==> config.mk <==
export PLATFORM = sky130hd
export DESIGN_NAME = hs_choice_join
export DESIGN_NICKNAME = d
export VERILOG_FILES = /design/src/rtl/hs_pkg.sv /design/src/rtl/hs_level_sampler.sv /design/src/rtl/hs_join_cell.sv /design/src/rtl/hs_merge_cell.sv /design/src/rtl/hs_op_cell.sv /design/src/rtl/hs_round_monitor.sv /design/src/rtl/hs_choice_join.sv
export SDC_FILE = /design/constraint.sdc
export NUM_CORES = 1
export LEC_CHECK = 0
export CAP_MARGIN = 20
export CORE_UTILIZATION = 52
export CTS_BUF_LIST = sky130_fd_sc_hd__clkbuf_4 sky130_fd_sc_hd__clkbuf_8 sky130_fd_sc_hd__clkbuf_16
export CTS_CLUSTER_SIZE = 30
export DETAILED_ROUTE_END_ITERATION = 16
export PLACE_DENSITY = 0.74
export SLEW_MARGIN = 0
export SYNTH_ARGS = -nofsm -noshare
export SYNTH_HDL_FRONTEND = slang
export SYNTH_SLANG_ARGS = --single-unit
==> constraint.sdc <==
create_clock -name clk -period 2.6 [get_ports clk]
set_clock_uncertainty 0.2 [all_clocks]
set_input_delay 0.39 -clock clk [delete_from_list [all_inputs] [get_ports clk]]
set_output_delay 0.39 -clock clk [all_outputs]
set_load 0.05 [all_outputs]
==> src/rtl/hs_pkg.sv <==
package hs_pkg;
  typedef enum logic {
    OP_CHOICE = 1'b0,
    OP_JOIN   = 1'b1
  } op_kind_e;

  localparam int unsigned N_IN   = 4;
  localparam int unsigned N_SIDE = 2;
endpackage

==> src/rtl/hs_level_sampler.sv <==
module hs_level_sampler #(
  parameter int unsigned W = 4
) (
  input  logic         clk,
  input  logic         rst_n,
  input  logic [W-1:0] din,
  output logic [W-1:0] ev
);
  logic [W-1:0] stage1_q, stage2_q;
  logic [W-1:0] stage1_d, stage2_d;

  always_comb begin
    stage1_d = din;
    stage2_d = stage1_q;
  end

  always_ff @(posedge clk or negedge rst_n) begin
    if (!rst_n) begin
      stage1_q <= '0;
      stage2_q <= '0;
    end else begin
      stage1_q <= stage1_d;
      stage2_q <= stage2_d;
    end
  end

  assign ev = stage1_q ^ stage2_q;
endmodule

==> src/rtl/hs_join_cell.sv <==
module hs_join_cell (
  input  logic clk,
  input  logic rst_n,
  input  logic ev_x,
  input  logic ev_y,
  output logic out_ev,
  output logic out_lvl
);
  logic pend_x_q, pend_y_q, lvl_q;
  logic pend_x_d, pend_y_d, lvl_d;
  logic got_x, got_y, fire, upd;

  always_comb begin
    got_x    = pend_x_q | ev_x;
    got_y    = pend_y_q | ev_y;
    fire     = got_x & got_y;
    upd      = ev_x | ev_y;
    pend_x_d = got_x & ~fire;
    pend_y_d = got_y & ~fire;
    lvl_d    = lvl_q ^ fire;
  end

  always_ff @(posedge clk or negedge rst_n) begin
    if (!rst_n) begin
      pend_x_q <= 1'b0;
      pend_y_q <= 1'b0;
      lvl_q    <= 1'b0;
    end else if (upd) begin
      pend_x_q <= pend_x_d;
      pend_y_q <= pend_y_d;
      lvl_q    <= lvl_d;
    end
  end

  assign out_ev  = fire;
  assign out_lvl = lvl_q;
endmodule

==> src/rtl/hs_merge_cell.sv <==
module hs_merge_cell (
  input  logic clk,
  input  logic rst_n,
  input  logic ev_x,
  input  logic ev_y,
  output logic out_ev,
  output logic out_lvl
);
  logic lvl_q, lvl_d, fire;

  always_comb begin
    fire  = ev_x ^ ev_y;
    lvl_d = ~lvl_q;
  end

  always_ff @(posedge clk or negedge rst_n) begin
    if (!rst_n) begin
      lvl_q <= 1'b0;
    end else if (fire) begin
      lvl_q <= lvl_d;
    end
  end

  assign out_ev  = fire;
  assign out_lvl = lvl_q;
endmodule

==> src/rtl/hs_op_cell.sv <==
module hs_op_cell
  import hs_pkg::*;
#(
  parameter op_kind_e KIND = OP_JOIN
) (
  input  logic clk,
  input  logic rst_n,
  input  logic ev_x,
  input  logic ev_y,
  output logic out_ev,
  output logic out_lvl
);
  generate
    if (KIND == OP_JOIN) begin : g_join
      hs_join_cell u_cell (
        .clk    (clk),
        .rst_n  (rst_n),
        .ev_x   (ev_x),
        .ev_y   (ev_y),
        .out_ev (out_ev),
        .out_lvl(out_lvl)
      );
    end else begin : g_merge
      hs_merge_cell u_cell (
        .clk    (clk),
        .rst_n  (rst_n),
        .ev_x   (ev_x),
        .ev_y   (ev_y),
        .out_ev (out_ev),
        .out_lvl(out_lvl)
      );
    end
  endgenerate
endmodule

==> src/rtl/hs_round_monitor.sv <==
module hs_round_monitor
  import hs_pkg::*;
#(
  parameter op_kind_e OP_L   = OP_JOIN,
  parameter op_kind_e OP_TOP = OP_CHOICE,
  parameter op_kind_e OP_R   = OP_JOIN
) (
  input  logic            clk,
  input  logic            rst_n,
  input  logic [N_IN-1:0] in_ev,
  input  logic            z,
  output logic            err
);
  logic [N_IN-1:0] seen_q, seen_d, all_seen;
  logic            pend_q, pend_d, zq, err_q, err_d;
  logic            z_ev, any_ev, rep, l_hit, r_hit;
  logic            bad_l, bad_r, bad_mix, l_done, r_done, done, viol;

  always_comb begin
    z_ev     = z ^ zq;
    any_ev   = |in_ev;
    all_seen = seen_q | in_ev;
    rep      = |(seen_q & in_ev);
    l_hit    = all_seen[0] | all_seen[1];
    r_hit    = all_seen[2] | all_seen[3];
    bad_l    = (OP_L == OP_CHOICE) && all_seen[0] && all_seen[1];
    bad_r    = (OP_R == OP_CHOICE) && all_seen[2] && all_seen[3];
    bad_mix  = (OP_TOP == OP_CHOICE) && l_hit && r_hit;
    l_done   = (OP_L == OP_JOIN) ? (all_seen[0] & all_seen[1]) : l_hit;
    r_done   = (OP_R == OP_JOIN) ? (all_seen[2] & all_seen[3]) : r_hit;
    done     = (OP_TOP == OP_JOIN) ? (l_done & r_done) : (l_done | r_done);
    viol     = pend_q ? any_ev : (rep | bad_l | bad_r | bad_mix);
    err_d    = err_q | viol;

    seen_d = seen_q;
    pend_d = pend_q;
    if (pend_q) begin
      if (z_ev) pend_d = 1'b0;
    end else if (any_ev) begin
      if (done) begin
        seen_d = '0;
        pend_d = 1'b1;
      end else begin
        seen_d = all_seen;
      end
    end
  end

  always_ff @(posedge clk or negedge rst_n) begin
    if (!rst_n) begin
      seen_q <= '0;
      pend_q <= 1'b0;
      zq     <= 1'b0;
      err_q  <= 1'b0;
    end else begin
      seen_q <= seen_d;
      pend_q <= pend_d;
      zq     <= z;
      err_q  <= err_d;
    end
  end

  assign err = err_q;
endmodule

==> src/rtl/hs_choice_join.sv <==
module hs_choice_join
  import hs_pkg::*;
#(
  parameter op_kind_e OP_L   = OP_JOIN,
  parameter op_kind_e OP_TOP = OP_CHOICE,
  parameter op_kind_e OP_R   = OP_JOIN
) (
  input  logic clk,
  input  logic rst_n,
  input  logic a,
  input  logic b,
  input  logic c,
  input  logic d,
  output logic z,
  output logic proto_err
);
  logic [N_IN-1:0] in_lvl, in_ev;
  logic            y1_ev, y2_ev, y1_lvl, y2_lvl, z_ev;

  assign in_lvl = {d, c, b, a};

  hs_level_sampler #(.W(N_IN)) u_smp (
    .clk  (clk),
    .rst_n(rst_n),
    .din  (in_lvl),
    .ev   (in_ev)
  );

  hs_op_cell #(.KIND(OP_L)) u_left (
    .clk    (clk),
    .rst_n  (rst_n),
    .ev_x   (in_ev[0]),
    .ev_y   (in_ev[1]),
    .out_ev (y1_ev),
    .out_lvl(y1_lvl)
  );

  hs_op_cell #(.KIND(OP_R)) u_right (
    .clk    (clk),
    .rst_n  (rst_n),
    .ev_x   (in_ev[2]),
    .ev_y   (in_ev[3]),
    .out_ev (y2_ev),
    .out_lvl(y2_lvl)
  );

  hs_op_cell #(.KIND(OP_TOP)) u_top (
    .clk    (clk),
    .rst_n  (rst_n),
    .ev_x   (y1_ev),
    .ev_y   (y2_ev),
    .out_ev (z_ev),
    .out_lvl(z)
  );

  hs_round_monitor #(.OP_L(OP_L), .OP_TOP(OP_TOP), .OP_R(OP_R)) u_mon (
    .clk  (clk),
    .rst_n(rst_n),
    .in_ev(in_ev),
    .z    (z),
    .err  (proto_err)
  );
endmodule

==> results of run 1 <==
[registers in the layout, summed over array words and instances (netlist names)]
register,count
u_top.g_merge.u_cell.out_lvl,1
u_left.g_join.u_cell.pend_y_q,1
u_left.g_join.u_cell.pend_x_q,1
u_mon.zq,1
u_right.g_join.u_cell.pend_x_q,1
u_mon.pend_q,1
u_smp.stage1_q,4
u_smp.stage2_q,4
u_mon.seen_q,4
u_mon.err,1
u_right.g_join.u_cell.pend_y_q,1
[final cells by class]
type	instances	share of cell area
sequential	20	0.5610
multi-input combinational	40	0.2973
timing repair buffer	8	0.08696
clock buffer	3	0.02525
tap	15	0.02104
inverter	2	0.008415
[how the worst min path moves through the flow]
stage / endpoint / start / slack [ns]
global placement: u_smp.stage2_q[1] / u_smp.stage1_q[1] / 0.18
global route: u_smp.stage2_q[0] / u_smp.stage1_q[0] / 0.22
floorplan: u_left.g_join.u_cell.pend_x_q / rst_n / -0.11
finish: u_smp.stage2_q[2] / u_smp.stage1_q[2] / 0.20
CTS: u_smp.stage2_q[2] / u_smp.stage1_q[2] / 0.21
detailed placement: u_smp.stage2_q[2] / u_smp.stage1_q[2] / 0.18
[cells in the mapped netlist]
cell type  instances  area, um2
o211ai_1           1      7.510
a21oi_1            5      25.02
nor3_1             1      5.000
and3_1             1      6.260
nor2_1             8      30.03
dfrtp_1           20      500.5
or2_2              2      12.51
xnor2_1            3      26.28
o41ai_1            1      8.760
xor2_2             1      16.27
o22ai_1            4      25.02
inv_1              2      7.510
nand3b_1           1      7.510
a221oi_1           1      8.760
xor2_1             3      26.28
or4_1              1      7.510
a2111oi_0          1      8.760
a21o_1             1      7.510
or3_1              1      6.260
a211oi_1           4      30.03
[where the power goes]
part           internal, mW  switching [mW]  total, mW
registers             0.382          0.0573      0.439
logic                 0.105           0.130      0.235
clock network        0.0538          0.0810      0.135
total                 0.541           0.268      0.809
[per-stage QoR]
| stage | utilization | setup slack, ns | instances |
|---|---|---|---|
| 2_1_floorplan | - | 0.7500 | 62 |
| 3_3_place_gp | 0.6441 | 0.7040 | 85 |
| 3_5_place_dp | 0.6441 | 0.6749 | 85 |
| 4_1_cts | 0.6608 | 0.4405 | 88 |
| 5_1_grt | 0.6608 | 0.3886 | 88 |
| 6_report | 0.6608 | 0.4656 | 88 |
[metal layers]
metal,share of wire,vias to the layer above,track usage
met1,0.48,244,0.1986
met4,0.0089,0,0.1250
li1,-,249,-
met5,0,-,0
met3,0.031,2,0.05000
met2,0.48,9,0.2857
[cell families after synthesis]
family / Yosys count / synth area share
flip-flops: 20 / 0.6472
AO/OA/AOI/OAI: 18 / 0.1570
AND/OR/NAND/NOR: 15 / 0.09710
XOR/XNOR: 7 / 0.08901
buffers and inverters: 2 / 0.009712
==> summary.txt, run 1 <==
RSZ-0062 raised after global routing = false
Startpoint Class = flip-flop
CTS Hold Bufs = 0
Worst-path clk slew = 0.09 ns
Setup Total Neg Slack = 0 ns
FF+latch area = 500.5 um2
# port buffers = 7
Hold Crit Class = reg -> reg
synthesized area per cell = 12.47 um2
minimum clock period = 2.134 ns
Slew HR = 0.5604
WHS Path Cells = 0
most frequent cells in the layout = dfrtp_1 (20), nor2_1 (8), clkdlybuf4s50_1 (7), a21oi_1 (5)
Worst Path Arrival = 1.54 ns
Iter 0 DRT Violations = 10
# rows = 13
Initial Util = 0.5728
Root Driver = clkbuf_4
Crit-path slowest cell = clkdlybuf4s50_1
post-DR vias/cell = 5.727
R2R Path Start = u_smp.stage2_q[3]
Routed Antenna Nets = 0
area of the mapped netlist = 773.2 um2
layout cells sized above 1 = 0.09589
Die H = 40.56 um
Final Total Pwr = 808.8 uW
initial antenna violation count = 0
sequential share of the synthesized area = 0.6472
GRT Overall Usage = 0.1770
Net Count, Synth = 68
CTS Buffer Depth = 2
Worst R2R End = u_mon.err
CP max stage delay = 0.83 ns
first-pass GRT wire length = 1773 um
Design Area, Final = 892.1 um2
Slew @ Worst Pin = 0.6572 ns
number of global-route vias before repair = 450
crit-path cells = clkdlybuf4s50_1
multi-input combinational cell area = 265.3 um2
Max VDD drop = 0.0005022 V
Ys Warns = 0
grt ovf = 0
CTS sink count = 20
CP Buf/Inv Count = 1
final setup vio count = 0
Post-CTS Setup Inserts = 0
HPWL Detailed = 816.7 um
drt drc = 0
Antenna diodes = 0
CP Launch Point = u_top.g_merge.u_cell.out_lvl
gpl congestion = 0.7012
capturing element type of the critical path = output port
final hold violation count = 0
Die ar. = 1645 um2
DRT Pass-1 Iters = 4
Max Slew Vio Count = 0
Ports = 8
H-tree levels = 1
pin count of the biggest net entering global routing = 21
core area = 1350 um2
post-cts sizing count = 0
Crit path required time = 2.01 ns
Syn Inst Count = 62
f_max = 0.4685 GHz
Crit Path Max Fanout = 4
leakage dissipation = 0.3726 nW
P per Cell Area = 906.7 nW/um2
status = completed
FILL cells = 107
Total Nets Final = 81
TritonCTS Buffers = 3
Area Growth Syn to Fin = 15.37%
family with the most delay on the worst path = buffers and inverters
routed len/inst = 12.70 um
#FFs+latches synth = 20
WS Path Type = reg -> out
reg2reg path depth = 4
CP Depth = 1
via count = 504
period utilisation layout = 0.8209
most common cell after layout, fill and taps aside = dfrtp_1
reg2reg setup slack = 0.70 ns
max-cap viol count = 0
Hold WS = 0.2026 ns
end of the critical path = z
number of distinct library cells after synthesis = 20
die width = 40.56 um
WL final = 1118 um
CTS tree = yes
placed instance area = 869.6 um2
clk_lat worst skew = 0.28 ns
Power figures use the tool's default switching activity.
==> run 2, diff against run 1 <==
CORE_UTILIZATION = 47   (was 52)
PLACE_DENSITY = 0.71   (was 0.74)
clock period = 1.85 ns   (was 2.6 ns; I/O delays follow)
==> run 2 against run 1 <==
  * Flip-flop and latch count unchanged
  * Die area grew 10%
  * Sequential power grew 39%
  * Highest routed layer unchanged
  * Non-clock buffer count rose by 9
  * Largest power group unchanged
  * Setup slack worse by 0.45 ns
  * Register-to-register slack got worse by 0.68 ns
  * Critical path depth grew 3
  * Clock power grew 84%
  * Combinational power is 86% higher
  * Design area grew 12%
  * Wire length rose by 26%
  * Hold slack got worse by 0.10 ns
==> summary.txt, run 2 (synthesis results as in run 1) <==
status = completed
CTS Hold Bufs = 0 (unchanged)
Iter 0 DRT Violations = 3 (-7)
CP Launch Point = u_smp.stage2_q[1]
routed len/inst = 14.26 um (+12%)
most frequent cells in the layout = dfrtp_1 (20), buf_4 (12), nor2_1 (8), clkdlybuf4s50_1 (5)
leakage dissipation = 0.4333 nW (+16%)
first-pass GRT wire length = 2339 um (+32%)
Startpoint Class = flip-flop
gpl congestion = 0.7138 (+1.8%)
Die ar. = 1811 um2 (+10%)
R2R Path Start = u_smp.stage2_q[1]
clk_lat worst skew = 0.30 ns (+0.02 ns)
post-DR vias/cell = 5.667 (-1.1%)
HPWL Detailed = 992.8 um (+22%)
final setup vio count = 0 (unchanged)
most common cell after layout, fill and taps aside = dfrtp_1
Ports = 8 (unchanged)
final hold violation count = 0 (unchanged)
Slew HR = 0.8136 (+0.2532)
via count = 561 (+11%)
WL final = 1412 um (+26%)
Post-CTS Setup Inserts = 0 (unchanged)
Hold Crit Class = in -> async
WS Path Type = reg -> reg
Design Area, Final = 1001 um2 (+12%)
Area Growth Syn to Fin = 29.45%
period utilisation layout = 0.9890
Setup Total Neg Slack = 0 ns (unchanged)
# rows = 14 (+1)
Hold WS = 0.09791 ns (-0.1047 ns)
placed instance area = 933.4 um2 (+7.3%)
Die H = 42.56 um (+4.9%)
max-cap viol count = 0 (unchanged)
crit-path cells = xor2_2 > or4_1 > or3_1 > and3_1
Total Nets Final = 90 (+11%)
Slew @ Worst Pin = 0.2766 ns (-0.3805 ns)
layout cells sized above 1 = 0.2892 (+0.1933)
RSZ-0062 raised after global routing = true
Max Slew Vio Count = 0 (unchanged)
pin count of the biggest net entering global routing = 21 (unchanged)
Crit-path slowest cell = or4_1
family with the most delay on the worst path = simple AND/OR/NAND/NOR gates
core area = 1524 um2 (+13%)
P per Cell Area = 1294 nW/um2 (+43%)
CP Buf/Inv Count = 0 (-1)
capturing element type of the critical path = flip-flop
number of global-route vias before repair = 530 (+18%)
CTS tree = yes
GRT Overall Usage = 0.1797 (+0.002629)
Routed Antenna Nets = 0 (unchanged)
Largest regs = u_mon.seen_q: 4 flops, u_smp.stage1_q: 4 flops, u_smp.stage2_q: 4 flops
H-tree levels = 1 (unchanged)
drt drc = 0 (unchanged)
Setup WS post-layout = 0.02043 ns (-0.4452 ns)
die width = 42.56 um (+4.9%)
Worst-path clk slew = 0.11 ns (+0.02 ns)
Crit Path Max Fanout = 4 (unchanged)
initial antenna violation count = 0 (unchanged)
# port buffers = 7 (unchanged)
Root Driver = clkbuf_4
FILL cells = 126 (+18%)
f_max = 0.5466 GHz
pre-CTS setup slack = 0.05528 ns (-0.6196 ns)
DRT Pass-1 Iters = 3 (-1)
grt ovf = 0 (unchanged)
Max VDD drop = 0.0008700 V (+73%)
Antenna diodes = 0 (unchanged)
CTS Buffer Depth = 2 (unchanged)
CTS sink count = 20 (unchanged)
minimum clock period = 1.830 ns
TritonCTS Buffers = 3 (unchanged)
Worst Path Arrival = 1.83 ns (+0.29 ns)
CP max stage delay = 0.46 ns (-0.37 ns)
Initial Util = 0.5074 (-0.06536)
Crit path required time = 1.85 ns (-0.16 ns)
## run 2: metal layers
| metal | vias up | GRT usage | routed length, um |
|---|---|---|---|
| met5 | - | 0 | 0 |
| met1 | 277 | 0.2471 | 635 |
| li1 | 271 | - | - |
| met4 | 0 | 0.07500 | 11 |
| met3 | 4 | 0.02586 | 35 |
| met2 | 9 | 0.2862 | 730 |
## run 2: where the power goes
group | switching, mW | internal, mW | leakage (nW)
logic | 0.234 | 0.201 | 0.174
registers | 0.0742 | 0.536 | 0.238
clock network | 0.129 | 0.120 | 0.0210
## run 2: path summary, 6_finish.rpt
| path | cells past startpoint | slack (ns) | endpoint |
|---|---|---|---|
| setup / recovery | 4 | 0.02 | u_mon.err |
| hold / removal | 2 | 0.1 | u_smp.stage1_q[3] |
| setup reg to reg | 4 | 0.02 | u_mon.err |
| hold reg to reg | 0 | 0.20 | u_smp.stage2_q[0] |
| max in group asynchronous | 2 | 1.15 | u_right.g_join.u_cell.pend_y_q |
| min in group clk | 1 | 0.20 | u_smp.stage1_q[1] |
## run 2: area by class of cell
type | instances | area, um2 | area share
flip-flops and latches | 20 | 500.5 | 0.5000
multi-input cells | 40 | 296.5 | 0.2962
repair buffers | 17 | 140.1 | 0.1400
clock buffers | 4 | 36.28 | 0.03625
well taps | 16 | 20.02 | 0.02000
inverters | 2 | 7.507 | 0.007500
## run 2: repair_timing
action	in CTS	in global routing
gates resized for setup	0	6
endpoints found under the setup margin	0	6
endpoints found under the hold margin	0	0
## run 2: stage by stage
| stage | total power, mW | util | instances |
|---|---|---|---|
| floorplan | 0.8613 | - | 62 |
| global placement | 1.002 | 0.6125 | 95 |
| CTS | 1.272 | 0.6363 | 99 |
| global route | 1.374 | 0.6568 | 99 |
| detailed placement | 1.019 | 0.6125 | 95 |
| finish | 1.296 | 0.6568 | 99 |
